File: src/rtl/rxf_pkg.sv
package rxf_pkg;

    typedef enum logic [1:0] {
        ST_IDLE,
        ST_COLLECT,
        ST_DECIDE,
        ST_SKIP
    } rxf_state_e;

    typedef struct packed {
        logic allmulti;
        logic promisc;
    } rxf_mode_t;

    localparam logic [31:0] RXF_CRC_POLY = 32'hEDB88320;
    localparam int          RXF_REG_W    = 16;
    localparam int          RXF_CRC_W    = 32;

endpackage

File: src/rtl/rxf_crc_step.sv
module rxf_crc_step #(
    parameter int                  CRC_W = 32,
    parameter logic [CRC_W-1:0]    POLY  = 32'hEDB88320,
    parameter int                  DATA_W = 8
) (
    input  logic [CRC_W-1:0]  crc_in,
    input  logic [DATA_W-1:0] data_in,
    output logic [CRC_W-1:0]  crc_out
);

    always_comb begin
        logic [CRC_W-1:0] acc;
        acc = crc_in;
        for (int i = 0; i < DATA_W; i++) begin
            if (acc[0] ^ data_in[i]) begin
                acc = (acc >> 1) ^ POLY;
            end else begin
                acc = acc >> 1;
            end
        end
        crc_out = acc;
    end

endmodule

File: src/rtl/rxf_hash_lookup.sv
module rxf_hash_lookup #(
    parameter int HASH_W = 6,
    localparam int FLD_W    = HASH_W / 2,
    localparam int TBL_BITS = 2 ** HASH_W
) (
    input  logic [HASH_W-1:0]   index,
    input  logic [TBL_BITS-1:0] table_bits,
    output logic                hit
);

    logic [FLD_W-1:0] byte_sel;
    logic [FLD_W-1:0] bit_sel;

    for (genvar g = 0; g < FLD_W; g++) begin : g_rev
        assign byte_sel[g] = index[HASH_W-1-g];
        assign bit_sel[g]  = index[FLD_W-1-g];
    end

    assign hit = table_bits[{byte_sel, bit_sel}];

endmodule

File: src/rtl/rxf_cfg_regs.sv
module rxf_cfg_regs
    import rxf_pkg::*;
#(
    parameter int TBL_BITS = 64,
    parameter int STA_BITS = 48,
    parameter int REG_W    = 16,
    localparam int TBL_WORDS = TBL_BITS / REG_W,
    localparam int STA_WORDS = STA_BITS / REG_W,
    localparam int MODE_ADDR = TBL_WORDS + STA_WORDS,
    localparam int RA_W      = $clog2(MODE_ADDR + 1)
) (
    input  logic                clk,
    input  logic                rst_n,
    input  logic                wr,
    input  logic [RA_W-1:0]     addr,
    input  logic [REG_W-1:0]    wdata,
    input  logic                commit,
    output logic [TBL_BITS-1:0] act_tbl,
    output logic [STA_BITS-1:0] act_sta,
    output rxf_mode_t           act_mode
);

    logic [TBL_BITS-1:0] sh_tbl;
    logic [STA_BITS-1:0] sh_sta;
    rxf_mode_t           sh_mode;

    always_ff @(posedge clk or negedge rst_n) begin
        if (!rst_n) begin
            sh_tbl  <= '0;
            sh_sta  <= '0;
            sh_mode <= '0;
        end else if (wr) begin
            for (int k = 0; k < TBL_WORDS; k++) begin
                if (addr == RA_W'(k)) begin
                    sh_tbl[k*REG_W +: REG_W] <= wdata;
                end
            end
            for (int j = 0; j < STA_WORDS; j++) begin
                if (addr == RA_W'(TBL_WORDS + j)) begin
                    sh_sta[j*REG_W +: REG_W] <= wdata;
                end
            end
            if (addr == RA_W'(MODE_ADDR)) begin
                sh_mode.promisc  <= wdata[0];
                sh_mode.allmulti <= wdata[1];
            end
        end
    end

    always_ff @(posedge clk or negedge rst_n) begin
        if (!rst_n) begin
            act_tbl  <= '0;
            act_sta  <= '0;
            act_mode <= '0;
        end else if (commit) begin
            act_tbl  <= sh_tbl;
            act_sta  <= sh_sta;
            act_mode <= sh_mode;
        end
    end

endmodule

File: src/rtl/rx_addr_filter.sv
module rx_addr_filter
    import rxf_pkg::*;
#(
    parameter int          ADDR_BYTES = 6,
    parameter int          HASH_W     = 6,
    parameter logic [31:0] CRC_POLY   = RXF_CRC_POLY,
    localparam int DA_W     = ADDR_BYTES * 8,
    localparam int TBL_BITS = 2 ** HASH_W,
    localparam int MODE_A   = TBL_BITS / RXF_REG_W + DA_W / RXF_REG_W,
    localparam int RA_W     = $clog2(MODE_A + 1),
    localparam int CNT_W    = $clog2(ADDR_BYTES + 1)
) (
    input  logic                 clk,
    input  logic                 rst_n,
    input  logic                 rx_sof,
    input  logic                 rx_vld,
    input  logic [7:0]           rx_data,
    input  logic                 cfg_wr,
    input  logic [RA_W-1:0]      cfg_addr,
    input  logic [RXF_REG_W-1:0] cfg_wdata,
    output logic                 dec_vld,
    output logic                 dec_accept
);

    rxf_state_e           state_q;
    logic [CNT_W-1:0]     cnt_q;
    logic [RXF_CRC_W-1:0] crc_q;
    logic [RXF_CRC_W-1:0] crc_seed;
    logic [RXF_CRC_W-1:0] crc_nxt;
    logic [DA_W-1:0]      dst_q;
    logic                 frame_start;
    logic [TBL_BITS-1:0]  act_tbl;
    logic [DA_W-1:0]      act_sta;
    rxf_mode_t            act_mode;
    logic                 hash_hit;
    logic                 is_mcast;
    logic                 is_bcast;
    logic                 sta_match;

    assign frame_start = rx_sof & rx_vld;

    rxf_cfg_regs #(
        .TBL_BITS (TBL_BITS),
        .STA_BITS (DA_W),
        .REG_W    (RXF_REG_W)
    ) u_cfg (
        .clk      (clk),
        .rst_n    (rst_n),
        .wr       (cfg_wr),
        .addr     (cfg_addr),
        .wdata    (cfg_wdata),
        .commit   (frame_start),
        .act_tbl  (act_tbl),
        .act_sta  (act_sta),
        .act_mode (act_mode)
    );

    assign crc_seed = frame_start ? '1 : crc_q;

    rxf_crc_step #(
        .CRC_W  (RXF_CRC_W),
        .POLY   (CRC_POLY),
        .DATA_W (8)
    ) u_crc (
        .crc_in  (crc_seed),
        .data_in (rx_data),
        .crc_out (crc_nxt)
    );

    rxf_hash_lookup #(
        .HASH_W (HASH_W)
    ) u_hash (
        .index      (crc_q[HASH_W-1:0]),
        .table_bits (act_tbl),
        .hit        (hash_hit)
    );

    // State register with address capture and CRC accumulation
    always_ff @(posedge clk or negedge rst_n) begin
        if (!rst_n) begin
            state_q <= ST_IDLE;
            cnt_q   <= '0;
            crc_q   <= '1;
            dst_q   <= '0;
        end else if (frame_start) begin
            // start: any state
            state_q     <= (ADDR_BYTES == 1) ? ST_DECIDE : ST_COLLECT;
            cnt_q       <= CNT_W'(1);
            crc_q       <= crc_nxt;
            dst_q[7:0]  <= rx_data;
        end else begin
            unique case (state_q)
                ST_IDLE: begin
                    state_q <= ST_IDLE;
                end
                ST_COLLECT: begin
                    if (rx_vld) begin
                        dst_q[cnt_q*8 +: 8] <= rx_data;
                        crc_q               <= crc_nxt;
                        cnt_q               <= cnt_q + CNT_W'(1);
                        if (cnt_q == CNT_W'(ADDR_BYTES - 1)) begin
                            state_q <= ST_DECIDE;   // last_byte
                        end
                    end
                end
                ST_DECIDE: begin
                    state_q <= ST_SKIP;             // done
                end
                ST_SKIP: begin
                    state_q <= ST_SKIP;
                end
            endcase
        end
    end

    assign is_mcast  = dst_q[0];
    assign is_bcast  = &dst_q;
    assign sta_match = (dst_q == act_sta);

    // Outputs
    always_comb begin
        dec_vld    = 1'b0;
        dec_accept = 1'b0;
        unique case (state_q)
            ST_IDLE, ST_COLLECT, ST_SKIP: begin
                dec_vld    = 1'b0;
                dec_accept = 1'b0;
            end
            ST_DECIDE: begin
                dec_vld = 1'b1;
                if (act_mode.promisc || is_bcast) begin
                    dec_accept = 1'b1;
                end else if (is_mcast) begin
                    dec_accept = act_mode.allmulti | hash_hit;
                end else begin
                    dec_accept = sta_match;
                end
            end
        endcase
    end

endmodule

File: config.mk
export PLATFORM = sky130hd
export DESIGN_NAME = rx_addr_filter
export DESIGN_NICKNAME = d
export VERILOG_FILES = /design/src/rtl/rxf_pkg.sv /design/src/rtl/rxf_crc_step.sv /design/src/rtl/rxf_hash_lookup.sv /design/src/rtl/rxf_cfg_regs.sv /design/src/rtl/rx_addr_filter.sv
export SDC_FILE = /design/constraint.sdc
export NUM_CORES = 1
export LEC_CHECK = 0
export CAP_MARGIN = 10
export CORE_UTILIZATION = 65
export CTS_CLUSTER_DIAMETER = 30
export CTS_CLUSTER_SIZE = 16
export DETAILED_ROUTE_END_ITERATION = 6
export DONT_BUFFER_PORTS = 1
export PLACE_DENSITY = 0.89
export SETUP_SLACK_MARGIN = 0.3
export SYNTH_ARGS = -nofsm -noshare
export SYNTH_HDL_FRONTEND = slang
export SYNTH_SLANG_ARGS = --single-unit
File: constraint.sdc
create_clock -name clk -period 4.7 [get_ports clk]
set_input_delay 0.235 -clock clk [delete_from_list [all_inputs] [get_ports clk]]
set_output_delay 0.235 -clock clk [all_outputs]
set_load 0.05 [all_outputs]
==> metrics.md, run 1 <==
| Metric | Value |
|---|---|
| Status | complete, but fails checks |
| Failing checks | negative hold slack |
| Final Hold Fails | 313 |
| Mapped Area | 14170 µm² |
| Asr flop ratio synth | 1.000 |
| Final HPWL DP | 21010 µm |
| Register bit count reported by yosys | around 310 |
| Synth Area in Simple Gates | 0.1562 |
| Slowest cell on crit path | a21boi_1 |
| Period utilization | 0.7954 |
| XOR/XNOR Fraction of Synth Area | 0.08028 |
| H-tree depth | 2 |
| Die height | 149.6 µm |
| Net count reported at finish | 1357 |
| Via Count | between 10000 and 15000 |
| Avg Inst Size Synth | 10.94 µm² |
| Synth cell types | 50 |
| Routed Antenna Nets | 0 |
| Area delta synth->final | 16.34% |
| Crit Path Class | flip-flop to output pin |
| Final instance area | 16480 µm² |
| Worst-path clk slew | approximately 50 ps |
| Post-synth top area share | 0.4963 |
| Drt via density | 6.312 |
| Clk Latency, worst-skew pair | between 500 and 600 ps |
| Top-count cell post-synth | nand2_1 |
| Clk buf depth | 3 |
| Skew final | slightly below 20 ps |
| DP Cell Count | between 1500 and 2000 |
| Crit-path most repeated cell | mux2i_1 |
| Total GRT Usage | 0.3448 |
| Area leader, netlist | dfrtp_1 |
| Largest stage delay, worst path | a little over 900 ps |
| Num CTS Buffers | 52 |
| Buf/Inv on CP | 0 |
| Yosys Warn Count | 0 |
| Layout cells sized above 1 | 0.2236 |
| Synth top cells by count | 413 x nand2_1, 281 x dfrtp_1, 122 x mux2_2 |
| Top FF cell, synth | dfrtp_1 |
| Drt pass-1 iters | 5 |
| Postcts setup bufs | 0 |
| Dpl ws | 1517 ps |
| Sequential-to-total area share from yosys stat | 0.5557 |
| Peak VDD IR | 0.0004350 V |
| Fill count | roughly 1100 |
| Final hold slack | -628.3 ps |
| WP data required | 4470 ps |
| Largest family of logic cells by synthesized area | simple AND/OR/NAND/NOR gates |
| # clock sinks | ~310 |
| Max frequency | ~270 MHz |
| CP cell instances | mux4_2 > mux2i_1 > mux2i_1 > mux2i_1 > a21oi_1 > o21ai_1 > a21boi_1 |
| CTS tree | done |
| Slew Limit Fails | 0 |
| Tightest Pin Transition | 1210 ps |
| Vias in the first global route | 10494 |
| Crit path max-delay family | compound AO/OA/AOI/OAI gates |
| Final wirelength | 37260 µm |
| Unrepaired setup endpoints after global routing | false |
| Antenna violations before repair | 6 |
| Arrival time worst endpoint | 3500 ps |
| Max cap viols | 0 |
| Die X-Extent | 149.6 µm |
| Initial Utilization | 0.6676 |
| Cell count after synthesis | about 1300 |
| Root buf cell | clkbuf_16 |
| Grt total ovfl | 0 |
| Post-CTS sizing | 0 |
| P_leak | ~7.4 nW |
| CP endpoint kind | output pin |
| Adder-cell area share of the yosys netlist | 0.003533 |
| Power per cell area | 696.8 nW/µm² |
| Fin crit period | 3738 ps |
| Post-synth EDFFs | 0 |
| Port Buffers | 0 |
| DRC viols | 0 |
| Finish-stage setup viols | 0 |
| WP depth | 7 |
| Worst Setup Start Kind | flip-flop |
| Reg2reg path depth | 8 |
| # rows | 53 |
| Final Non-Filler Cells | 1644 |
| DP Area | 14320 µm² |
| Cts hold-fix bufs | 33 |
| Global-route wire length before repair | 57810 µm |
| Core region area | between 20000 and 25000 µm² |
| Top cells by area, synth | dfrtp_1 50%, nand2_1 11%, mux2_2 9.7% |
| Setup WS post-layout | 961.6 ps |
| Slew HR | 0.1931 |
| Synth Area in Compound Gates | 0.05281 |
| Syn_nets | 1331 |
| Top Ports | 34 |
| Setup_tns | 0 ps |
| Hold WC Path Type | input port to asynchronous set/reset pin |
| Drt wl/cell | 22.66 µm |
| Mux cell area share after synthesis | 0.1308 |
| Iteration-0 DRC Markers | 1138 |
| Die ar. | 22390 µm² |
| CP Max Fanout | 17 |
| GP Congestion | 0.9388 |
| Largest net degree at the start of global routing | 314 |
-- where the power goes --
part | switching [mW] | total [mW] | leakage, nW | internal (mW)
clock | 1.41 | 3.91 | 0.866 | 2.50
sequential | 0.777 | 4.33 | 3.83 | 3.55
combinational | 1.70 | 3.24 | 2.72 | 1.54
total | 3.89 | 11.5 | 7.42 | 7.60
-- metal layers --
metal / vias to the layer above / wire, µm / global-route usage
met5: - / 13 / 0
met4: 2 / 1367 / 0.1617
met3: 128 / 3587 / 0.07988
met2: 596 / 17870 / 0.5431
met1: 5227 / 14420 / 0.4557
li1: 4424 / - / -
-- path summary, 6_finish.rpt --
| check | startpoint | endpoint | slack (ps) |
|---|---|---|---|
| worst min register to register | u_cfg.sh_sta[6]$_DFFE_PN0P_ | u_cfg.act_sta[6]$_DFFE_PN0P_ | 450 |
| min in group clk | rx_data[5] | crc_q[29]$_DFFE_PN1P_ | 50 |
| worst min-delay path | rst_n | dst_q[22]$_DFFE_PN0P_ | -630 |
| worst max register to register | cnt_q[0]$_DFFE_PN0P_ | dst_q[39]$_DFFE_PN0P_ | 1290 |
| max in group asynchronous | rst_n | u_cfg.act_tbl[47]$_DFFE_PN0P_ | 4680 |
| worst max-delay path | crc_q[2]$_DFFE_PN1P_ | dec_accept | 960 |
-- registers in the layout, summed over array words and instances (netlist names), 3 cells and up --
signal         count
u_cfg.act_tbl     64
u_cfg.sh_tbl      64
dst_q             48
u_cfg.act_sta     48
u_cfg.sh_sta      48
crc_q             32
cnt_q              3
-- through the flow --
stage | power [mW] | util
after global placement | 7.172 | 0.6748
after floorplan | 6.648 | -
after CTS | 11.41 | 0.7756
after global routing | 11.98 | 0.7765
after detailed placement | 7.351 | 0.6748
final | 11.48 | 0.7767
-- cell type report --
type / instances / area [µm²] / share of cell area
clock buffer: 61 / 1375 / 0.08343
multi-input combinational: 909 / 6038 / 0.3664
clock inverter: 36 / 434.2 / 0.02634
timing repair buffer: 40 / 386.6 / 0.02346
inverter: 5 / 18.77 / 0.001139
antenna: 5 / 12.51 / 0.0007591
sequential: 313 / 7873 / 0.4776
tap: 275 / 344.1 / 0.02088
-- cell families after synthesis --
logic type	count (synthesis)
fa+ha+maj	4
simple gates	537
compound gates	121
xor+xnor	99
buf+inv	73
mux	148
flops	313
-- cells in the final DEF, fill, tap and decap left out, types with 11 or more instances in the layout --
master,netlist,final
nor2_1,39,39
dlygate4sd3_1,0,33
dfstp_2,32,32
nand3_1,24,24
clkinv_2,0,11
mux2_2,122,122
nand2_1,413,412
nand4_1,22,22
o22ai_1,13,13
o21ai_1,21,21
a22oi_1,11,11
xnor2_1,52,52
a21oi_1,40,40
clkbuf_16,0,52
xor2_1,29,29
mux4_2,17,17
xnor2_4,12,12
o21ai_0,13,13
dfrtp_1,281,281
Note: power is estimated with default switching activity, not from simulation.
==> run 2: changes to the inputs <==
--- a/config.mk
+++ b/config.mk
@@ -6,12 +6,12 @@
 export NUM_CORES = 1
 export LEC_CHECK = 0
 export CAP_MARGIN = 10
-export CORE_UTILIZATION = 65
+export CORE_UTILIZATION = 57
 export CTS_CLUSTER_DIAMETER = 30
 export CTS_CLUSTER_SIZE = 16
 export DETAILED_ROUTE_END_ITERATION = 6
 export DONT_BUFFER_PORTS = 1
-export PLACE_DENSITY = 0.89
+export PLACE_DENSITY = 0.83
 export SETUP_SLACK_MARGIN = 0.3
 export SYNTH_ARGS = -nofsm -noshare
 export SYNTH_HDL_FRONTEND = slang
==> constraint.sdc (replaced) <==
create_clock -name clk -period 3.25 [get_ports clk]
set_input_delay 0.1625 -clock clk [delete_from_list [all_inputs] [get_ports clk]]
set_output_delay 0.1625 -clock clk [all_outputs]
set_load 0.05 [all_outputs]
==> metrics.md, run 2 (synthesized netlist as in run 1, its figures left out) <==
| Metric | Value |
|---|---|
| Global-route wire length before repair | 59310 µm |
| Iteration-0 DRC Markers | 1036 |
| Worst-path clk slew | 60 ps |
| Drt wl/cell | 21.87 µm |
| Area of the multi-input gates | 6072 µm² |
| Clk buf depth | 3 |
| Die X-Extent | 159.7 µm |
| Final Util | 0.6953 |
| Net count reported at finish | 1378 |
| Largest net degree at the start of global routing | 314 |
| Final wirelength | 37490 µm |
| Die height | 159.7 µm |
| Finish-stage setup viols | 1 |
| # clock sinks | 313 |
| Max cap viols | 0 |
| Crit path max-delay family | compound AO/OA/AOI/OAI gates |
| Fill count | ~1600 |
| DRC viols | 0 |
| Largest stage delay, worst path | 690 ps |
| Status | complete, but fails checks |
| Num CTS Buffers | 57 |
| Die ar. | 25490 µm² |
| Power per cell area | a little over 1000 nW/µm² |
| Grt total ovfl | 0 |
| Final HPWL DP | 21490 µm |
| CP Max Fanout | 6 |
| Layout cells sized above 1 | 0.2433 |
| R2R Path Start | cnt_q[0]$_DFFE_PN0P_ |
| CTS tree | done |
| Drt pass-1 iters | 5 |
| H-tree depth | 2 |
| Unrepaired setup endpoints after global routing | true |
| Slowest cell on crit path | dfstp_4 |
| CP cell instances | buf_8 > mux4_2 > a22oi_2 > nand3_2 > a211oi_2 > a21oi_2 > o21ai_2 > a21boi_2 > buf_6 |
| Antenna violations before repair | 2 |
| Peak VDD IR | slightly below 0.0008 V |
| Crit Path Class | flip-flop to output pin |
| Slew Limit Fails | 0 |
| Root buf cell | clkbuf_16 |
| Setup WS post-layout | -68.59 ps |
| WP data required | 3090 ps |
| Area delta synth->final | 19.35% |
| Arrival time worst endpoint | 3160 ps |
| Buf/Inv on CP | 2 |
| Vias in the first global route | approximately 11000 |
| Most common cell after layout, fill and taps aside | nand2_1 |
| # rows | 57 |
| Routed Antenna Nets | 0 |
| Cts hold-fix bufs | 34 |
| Final Hold Fails | 313 |
| Worst Setup Start Kind | flip-flop |
| Tightest Pin Transition | 771.0 ps |
| Total GRT Usage | 0.3020 |
| Hold WC Path Type | input port to asynchronous set/reset pin |
| Slew HR | 0.4860 |
| GP Congestion | about 0.9 |
| Port Buffers | 0 |
| Largest regs | u_cfg.act_tbl (64), u_cfg.sh_tbl (64) |
| Top Ports | 34 |
| Core region area | about 24000 µm² |
| Register area | 7878 µm² |
| Max frequency | 301.3 MHz |
| Failing checks | negative hold slack, negative setup slack |
| Commonest non-fill, non-tap cells in the layout | 412 x nand2_1, 280 x dfrtp_1, 122 x mux2_2, 57 x clkbuf_16, 52 x xnor2_1 |
| Via Count | 10270 |
| P_leak | 7.616 nW |
| Fin crit period | 3319 ps |
| CP endpoint kind | output pin |
| Initial Utilization | 0.5825 |
| Period utilization | 1.021 |
| Drt via density | 5.992 |
| Setup_tns | -68.59 ps |
| Skew final | 16.59 ps |
| Crit. Startpoint | crc_q[2]$_DFFE_PN1P_ |
| Clk Latency, worst-skew pair | 580 ps |
| Final hold slack | -715.3 ps |
-- run 2: changes by cell type in the layout (fill, tap and decap cells not counted), sizes merged, moves of 2 or more --
cell / before / now
buf: 7 / 22
clkbuf: 61 / 73
clkinvlp: 10 / 6
diode: 5 / 1
clkinv: 12 / 14
bufinv: 7 / 5
-- run 2: path summary, 6_finish.rpt --
| check | depth (start not counted) | end | slack [ps] |
|---|---|---|---|
| worst max register to register | 6 | dst_q[23]$_DFFE_PN0P_ | 630 |
| max in group asynchronous | 0 | u_cfg.sh_tbl[18]$_DFFE_PN0P_ | 3390 |
| worst min-delay path | 0 | u_cfg.act_sta[20]$_DFFE_PN0P_ | -720 |
| min in group clk | 4 | cnt_q[1]$_DFFE_PN0P_ | 30 |
| worst min register to register | 2 | u_cfg.act_tbl[21]$_DFFE_PN0P_ | 460 |
| worst max-delay path | 9 | dec_accept | -70 |
-- run 2: final cells by class --
type | count | area share
repair buffers | 56 | 0.03248
flip-flops and latches | 313 | 0.4659
clock inverters | 33 | 0.02346
diodes | 1 | 0.0001480
well taps | 324 | 0.02398
multi-input cells | 909 | 0.3591
clock buffers | 73 | 0.09383
inverters | 5 | 0.001110
-- run 2: per-stage QoR --
stage                     power, mW  area, µm²  cells  worst slack (ps)
after floorplan               9.614      14170   1295             582.2
after CTS                     16.98      16850   1711             3.077
after global routing          17.90      16910   1714            -87.69
after global placement        10.43      14460   1567             550.3
final                         17.13      16910   1714            -68.59
after detailed placement      10.67      14460   1567             432.2
-- run 2: repair_timing --
item / 4_1_cts / 5_1_grt
resized for setup: 10 / 7
setup endpoints to repair: 1 / 17
gates cloned: 0 / 0
buffers inserted: 4 / 2
hold endpoints to repair: 484 / 313
pin swaps: 6 / 4
-- run 2: per-layer routing --
metal,wire [µm],part of all wire,up-vias,GRT usage
met4,1251,0.033,2,0.1302
li1,-,-,4468,-
met1,14860,0.40,5208,0.3959
met3,2976,0.079,99,0.06390
met2,18400,0.49,493,0.4893
met5,10,0.00027,-,0
-- run 2: power breakdown --
part           internal (mW)  switching [mW]  leakage [nW]
registers               5.14            1.08          3.83
clock network           3.88            2.12         0.962
logic                   2.35            2.56          2.82
